==> config.mk <==
export PLATFORM = sky130hd
export DESIGN_NAME = subrangeResidue
export DESIGN_NICKNAME = d
export VERILOG_FILES = /design/src/rtl/srrPkg.sv /design/src/rtl/srrTable.sv /design/src/rtl/srrCtrl.sv /design/src/rtl/srrDatapath.sv /design/src/rtl/subrangeResidue.sv
export SDC_FILE = /design/constraint.sdc
export NUM_CORES = 1
export LEC_CHECK = 0
export CAP_MARGIN = 20
export CORE_MARGIN = 4
export CORE_UTILIZATION = 45
export CTS_CLUSTER_SIZE = 12
export DETAILED_ROUTE_END_ITERATION = 8
export DONT_BUFFER_PORTS = 1
export PLACE_DENSITY_LB_ADDON = 0.15
export REMOVE_ABC_BUFFERS = 1
export SLEW_MARGIN = 20
export SYNTH_ARGS = -nofsm -noshare
export SYNTH_HDL_FRONTEND = slang
export SYNTH_SLANG_ARGS = --single-unit
==> constraint.sdc <==
create_clock -name clk -period 4.1 [get_ports clk]
set_clock_uncertainty 0.2 [all_clocks]
set_input_delay 0.82 -clock clk [delete_from_list [all_inputs] [get_ports clk]]
set_output_delay 0.82 -clock clk [all_outputs]
set_load 0.05 [all_outputs]
==> src/rtl/srrPkg.sv <==
package srrPkg;

  // Capture strobes passed from control to datapath, one per pipeline stage.
  typedef struct packed {
    logic capTable;  // stage 1: latch both table reads
    logic capSum;    // stage 2: latch the raw sum
    logic capFold;   // stage 3: latch the folded remainder
  } srrStrobe_t;

  // Computes (idx * 2^shiftBy) mod modv while keeping intermediates small.
  function automatic longint scaledMod(longint idx, int shiftBy, longint modv);
    longint weight;
    weight = 1;
    for (int k = 0; k < shiftBy; k++) begin
      weight = (weight * 2) % modv;
    end
    return ((idx % modv) * weight) % modv;
  endfunction

endpackage

==> src/rtl/srrTable.sv <==
module srrTable #(
  parameter int ADDR_W  = 8,
  parameter int RES_W   = 5,
  parameter int MODULUS = 17,
  parameter int SHIFT   = 8
) (
  input  logic [ADDR_W-1:0] addr,
  output logic [RES_W-1:0]  data
);
  import srrPkg::*;

  localparam int DEPTH = 2 ** ADDR_W;

  logic [RES_W-1:0] romArr [DEPTH];

  // Each entry is filled from the elaboration-time function.
  for (genvar i = 0; i < DEPTH; i++) begin : g_entry
    assign romArr[i] = RES_W'(scaledMod(longint'(i), SHIFT, longint'(MODULUS)));
  end

  assign data = romArr[addr];

endmodule

==> src/rtl/srrCtrl.sv <==
module srrCtrl #(
  parameter int STAGES = 3
) (
  input  logic               clk,
  input  logic               rst,
  input  logic               validIn,
  output srrPkg::srrStrobe_t strobe,
  output logic               validOut
);
  logic [STAGES-1:0] stageValid;

  always_ff @(posedge clk) begin
    if (rst) begin
      stageValid <= '0;
    end else begin
      stageValid <= {stageValid[STAGES-2:0], validIn};
    end
  end

  always_comb begin
    strobe.capTable = validIn;
    strobe.capSum   = stageValid[0];
    strobe.capFold  = stageValid[1];
  end

  assign validOut = stageValid[STAGES-1];

endmodule

==> src/rtl/srrDatapath.sv <==
module srrDatapath #(
  parameter int IN_W    = 16,
  parameter int MODULUS = 17,
  parameter int RES_W   = 5
) (
  input  logic               clk,
  input  logic               rst,
  input  srrPkg::srrStrobe_t strobe,
  input  logic [IN_W-1:0]    dataIn,
  output logic [RES_W-1:0]   residueOut
);
  localparam int HALF_W = IN_W / 2;
  localparam int SUM_W  = RES_W + 1;
  localparam logic [SUM_W-1:0] MOD_SUM = SUM_W'(MODULUS);

  logic [HALF_W-1:0] upperHalf;
  logic [HALF_W-1:0] lowerHalf;
  logic [RES_W-1:0]  corrRead;
  logic [RES_W-1:0]  offsRead;
  logic [RES_W-1:0]  corrQ;
  logic [RES_W-1:0]  offsQ;
  logic [SUM_W-1:0]  sumQ;
  logic [RES_W-1:0]  foldD;
  logic [RES_W-1:0]  resQ;

  assign upperHalf = dataIn[IN_W-1:HALF_W];
  assign lowerHalf = dataIn[HALF_W-1:0];

  // Correction per subrange: first value of the subrange, reduced.
  srrTable #(.ADDR_W(HALF_W), .RES_W(RES_W), .MODULUS(MODULUS), .SHIFT(HALF_W))
    i_corrTable (.addr(upperHalf), .data(corrRead));

  // Offset inside the subrange, reduced.
  srrTable #(.ADDR_W(HALF_W), .RES_W(RES_W), .MODULUS(MODULUS), .SHIFT(0))
    i_offsTable (.addr(lowerHalf), .data(offsRead));

  always_ff @(posedge clk) begin
    if (rst) begin
      corrQ <= '0;
      offsQ <= '0;
    end else if (strobe.capTable) begin
      corrQ <= corrRead;
      offsQ <= offsRead;
    end
  end

  always_ff @(posedge clk) begin
    if (rst) begin
      sumQ <= '0;
    end else if (strobe.capSum) begin
      sumQ <= {1'b0, corrQ} + {1'b0, offsQ};
    end
  end

  // Both addends are below MODULUS, so one subtraction suffices.
  always_comb begin
    if (sumQ >= MOD_SUM) begin
      foldD = RES_W'(sumQ - MOD_SUM);
    end else begin
      foldD = sumQ[RES_W-1:0];
    end
  end

  always_ff @(posedge clk) begin
    if (rst) begin
      resQ <= '0;
    end else if (strobe.capFold) begin
      resQ <= foldD;
    end
  end

  assign residueOut = resQ;

endmodule

==> src/rtl/subrangeResidue.sv <==
module subrangeResidue #(
  parameter int  IN_W    = 16,
  parameter int  MODULUS = 17,
  localparam int RES_W   = $clog2(MODULUS)
) (
  input  logic             clk,
  input  logic             rst,
  input  logic             validIn,
  input  logic [IN_W-1:0]  dataIn,
  output logic             validOut,
  output logic [RES_W-1:0] residueOut
);
  srrPkg::srrStrobe_t strobe;

  srrCtrl #(.STAGES(3)) i_srrCtrl (
    .clk      (clk),
    .rst      (rst),
    .validIn  (validIn),
    .strobe   (strobe),
    .validOut (validOut)
  );

  srrDatapath #(.IN_W(IN_W), .MODULUS(MODULUS), .RES_W(RES_W)) i_srrDatapath (
    .clk        (clk),
    .rst        (rst),
    .strobe     (strobe),
    .dataIn     (dataIn),
    .residueOut (residueOut)
  );

endmodule

* Word level (Yosys, flattened, before mapping)
Memory sizes are Yosys's and may differ from the RTL's. A register that Yosys moved wholly into a read port is not among the register bits.
Index checks and enable logic that the tools add are counted.
** Word-level totals
- Flip-flop bits (word level) :: 14
- Bits in latches :: 0
- Bits in writable memories :: 0
- ROM bits :: 2560
- Input bits :: 19
- Output and inout bits :: 6
- Memories :: 2
** Cells by class
- Add/subtract/negate cells :: 2
- Multiply operators :: 0
- Div/mod/pow operators :: 0
- Order comparisons :: 1
- Equal/unequal tests :: 0
- Shift operators :: 0
- Mux-type cells :: 1
- Bitwise logic cells :: 2
- Reductions and logical operators :: 0
** Memory list
- (no name shown) :: depth 256, bits a word 5, read ports 1, clocked after Yosys merged registers in 1, write ports 0, line srrTable.sv:21 : assign data = romArr[addr];
- (no name shown) :: depth 256, bits a word 5, read ports 1, clocked after Yosys merged registers in 1, write ports 0, line srrTable.sv:21
** Operator list (number)
- NOT 8 -> 9 bit :: 2
- adder 5 x 5 -> 6 bit :: 1
- >= comparator 6 x 5 -> 1 bit, second input constant :: 1
- two-way mux 5 bit :: 1
- subtractor 5 bit, second input constant :: 1

* Logic depth before layout (Yosys ltp)
- Depth in word-level cells :: 2
- Mapped depth :: 10
- Depth with buffers taken out :: 9

* By module
A second synthesis with hierarchy kept.
** Second synthesis, totals
- Cells, all modules :: 563
- Area total of the unflattened synthesis :: 4205.3 um^2
** Modules (own cells, without submodules)
- srrTable :: instances 2, cells each 224, area an instance 1536.5 um^2, seq. area each 0.0 um^2
- srrDatapath :: instances 1, cells each 108, area an instance 1046.0 um^2, seq. area each 420.4 um^2
- srrCtrl :: instances 1, cells each 7, area an instance 86.3 um^2, seq. area each 60.1 um^2

* Worst setup path after synthesis
OpenSTA, ideal clock, no wires.
- Path kind :: input port to flip-flop
- From :: input dataIn[1]
- To :: register i_srrDatapath.offsQ[0]
- Library setup time :: 133 ps
- Arrival time :: 2717 ps
- Required time :: 3767 ps
- Slack :: 1050 ps
- Stages on the path :: 10
- Buffers on the path :: 2
- Cell sequence :: clkbuf_1 inv_1 ha_1 clkbuf_1 nand2b_1 a311oi_1 a21oi_1 nor2_1 a2111oi_0 nor4_1
** On the way
- Longest elaborated chain between the ends :: 1
** RTL lines
- start: declaration :: line subrangeResidue.sv:9 : input logic [IN_W-1:0] dataIn,
- NOT 8 -> 9 bit (not written as such) :: line srrTable.sv:21
- end: declaration :: line srrDatapath.sv:21 : logic [RES_W-1:0] offsQ;
No other way between the ends.
A chain may end at the register's enable or synchronous reset.

* Final worst setup path
- From :: input dataIn[1]
- To :: register i_srrDatapath.offsQ[2]
The elaborated chain is that of the path after synthesis.

==> impl_metrics.yaml <==
cells_and_area:
  antennaDiodeCount: 0
  final_common_cell: "nor2_1"
  nets: 543
  syn2layout_area_growth_pct: -0.465
  most-common-layout-cells: "58 x nor2_1, 47 x nand2_1, 42 x a21oi_1"
  drive_gt1_frac: 0.0329
detailed_routing:
  drc: 0
  vias: 3818
  wirelength_um: 10500
  ant_nets: 0
  drt_first_pass_iters: 5
  vias_per_cell: 6.45
  drt-wirelength-per-cell_um: 17.7
  drtIter0Drc: 333
run:
  drv_cap: 0
floorplan:
  boundaryPins: 25
  core_mm2: 0.00818
  initial_core_util: 0.461
  row_count: 33
  dieArea_mm2: 0.00989
  dieWidth_um: 99.5
  die_height_um: 99.5
power_and_ir_drop:
  clkPwrFrac: 0.267
  p_total_uw: 767
  swShare: 0.330
  cellPowerDensity_mw_per_mm2: 205
  p_seq_frac: 0.353
  pwr-share-comb: 0.379
  switchingPower_uw: 253
  max-vdd-ir-drop_mv: 0.133
  leakage_nw: 1.46
  p_int_uw: 514
cts:
  clk_pin_slew_ns: 0.08
  cts-resized-gates: 0
  cts.sinks: 24
  cts_made_buffers: 3
  root_buffer: "clkbuf_8"
  hold_buffers: 0
  htreeDepth: 1
  clkLatencyLatePin_ns: 0.27
  tritoncts: "built"
  clockBufferDepth: 2
  post_cts_buffers: 0
setup_path:
  startpoint_type: "input port"
  path_max_fanout: 15
  worstPathArrival_ns: 2.66
  required_ns: 4.05
  crit_path_end_kind: "flip-flop"
  rrSetupSlack_ns: 1.75
  regToRegEndpoint: "i_srrDatapath.residueOut[3]"
  reg2regPathDepth: 7
  crit-reg2reg-launch: "i_srrDatapath.sumQ[1]"
  crit_type: "input port to flip-flop"
  path_cells: "inv_1 > ha_1 > nor2b_1 > a211oi_1 > a211o_1 > a31oi_1 > nor2_1 > a2111oi_0"
  slowest_stage: "ha_1"
  critPathMaxStageDelay_ns: 0.40
logic_synthesis:
  syn_avg_cell_area_um2: 7.06
  synth_seq_area_share: 0.128
  ys_warn_count: 0
  synthArstFlopShare: 0
  ys_ff_latch: 24
  ys.flop_type: "dfxtp_1"
  synth_edf_count: 0
  ys_types: 68
  netlist_instances: 533
  syn_area_mm2: 0.00376
global_route:
  grt_pass1_wl_um: 17500
  antenna_found_initial: 0
  grt_pass1_vias: 3465
  grt_max_degree: 44
  track_usage: 0.208
  grt_overflow: 0
sta:
  worst_pin_slew_ns: 0.504
  rsz0062_at_grt: "no"
  hold_viol: 0
  fmax_ghz: 0.370
  slew_violations: 0
  setup_tns_ns: 0
  period_share: 0.660
  final.min_clock_period_ns: 2.70
  maxSlewHeadroom: 0.664
  finalSetupViolCount: 0
placement:
  portBuffers: 0
  place_congestion: 0.917
  hpwl_um: 7270
status:
  outcome: "completed"
min_path:
  hold_depth: 2
  min_from: "i_srrDatapath.offsQ[3]"
  hold_end: "i_srrDatapath.offsQ[3]"
  min_path_type: "flip-flop to flip-flop"
## how the worst max path moves through the flow
stage                     startpoint                     end  slack [ns]
final                      dataIn[1]  i_srrDatapath.offsQ[2]        1.40
after global routing       dataIn[1]  i_srrDatapath.offsQ[2]        1.25
after CTS                  dataIn[1]  i_srrDatapath.offsQ[2]        1.43
after detailed placement   dataIn[1]  i_srrDatapath.offsQ[2]        1.13
after global placement     dataIn[1]  i_srrDatapath.offsQ[2]        1.19
after floorplan            dataIn[9]  i_srrDatapath.corrQ[1]        1.36
## worst max-delay path: cells and delay by family
family	cells	cell delay [ns]
AOI/OAI and AO/OA	4	0.87
adders and majority gates	1	0.40
and+or+nand+nor	2	0.31
buffers and inverters	1	0.27
## Yosys cell counts (4+ instances only)
library cell	number	area (um2)
nor2_1	58	218
o22ai_1	5	31.3
buf_1	4	15.0
inv_1	25	93.8
o2111ai_1	4	35.0
o211ai_1	4	30.0
ha_1	35	438
o221ai_1	5	43.8
buf_2	13	65.1
mux4_2	5	113
o21bai_1	6	45.0
a21oi_1	42	210
a311oi_1	7	61.3
xnor2_1	12	105
a2111oi_0	6	52.6
o21ai_0	32	160
dfxtp_1	24	480
a211o_1	6	52.6
mux2i_1	17	170
nor4_1	5	31.3
clkbuf_1	30	113
nand4_1	4	25.0
o31ai_1	4	30.0
a31oi_1	14	87.6
nand2b_1	14	87.6
a211oi_1	16	120
nor3_1	4	20.0
o311ai_0	5	43.8
nand2_1	47	176
nand3_1	8	40.0
a21o_1	5	37.5
nor2b_1	11	68.8
## through the flow
stage                     cell area (um2)  setup slack, ns  utilization  hold slack, ns  std cells
final                                3750             1.40        0.458           0.276        592
after global routing                 3750             1.25        0.458           0.315        592
after CTS                            3750             1.43        0.458           0.288        592
after detailed placement             3680             1.13        0.450           0.266        588
after global placement               3680             1.19        0.450           0.264        588
after floorplan                      3540             1.36            -           0.232        483
## registers in the layout, summed over array words and instances, names as in the netlist
signal / count
i_srrDatapath.sumQ: 6
i_srrDatapath.corrQ: 5
i_srrDatapath.offsQ: 5
i_srrDatapath.residueOut: 5
i_srrCtrl.stageValid: 3
## power groups by stage
| stage | clock network (mW) | logic, mW | registers [mW] |
|---|---|---|---|
| global route | 0.220 | 0.325 | 0.274 |
| floorplan | 0 | 0.231 | 0.272 |
| detailed placement | 0 | 0.286 | 0.277 |
| CTS | 0.213 | 0.288 | 0.271 |
| global placement | 0 | 0.286 | 0.277 |
| finish | 0.205 | 0.291 | 0.271 |
## per-layer routing
metal / up-vias / global-route usage / part of all wire
met5: - / 0 / 0
met4: 0 / 0.0431 / 0.013
met3: 13 / 0.0330 / 0.070
met2: 137 / 0.309 / 0.44
met1: 1804 / 0.317 / 0.47
li1: 1864 / - / -
## cell type report
class                           instances  area, um2
Inverter                               28        105
Multi-Input combinational cell        431       2960
Sequential cell                        24        480
Clock buffer                            3       41.3
Clock inverter                          1       30.0
Fill cell                             859       4430
Tap cell                              105        131
## cell families after synthesis
group	after synthesis	synth area share
AOI/OAI and AO/OA	186	0.334
muxes	24	0.0811
adders and majority gates	37	0.124
buffers and inverters	78	0.0864
and+or+nand+nor	169	0.212
DFF	24	0.128
xor gates and xnor gates	15	0.0349
Note: power is estimated with default switching activity, not from simulation.
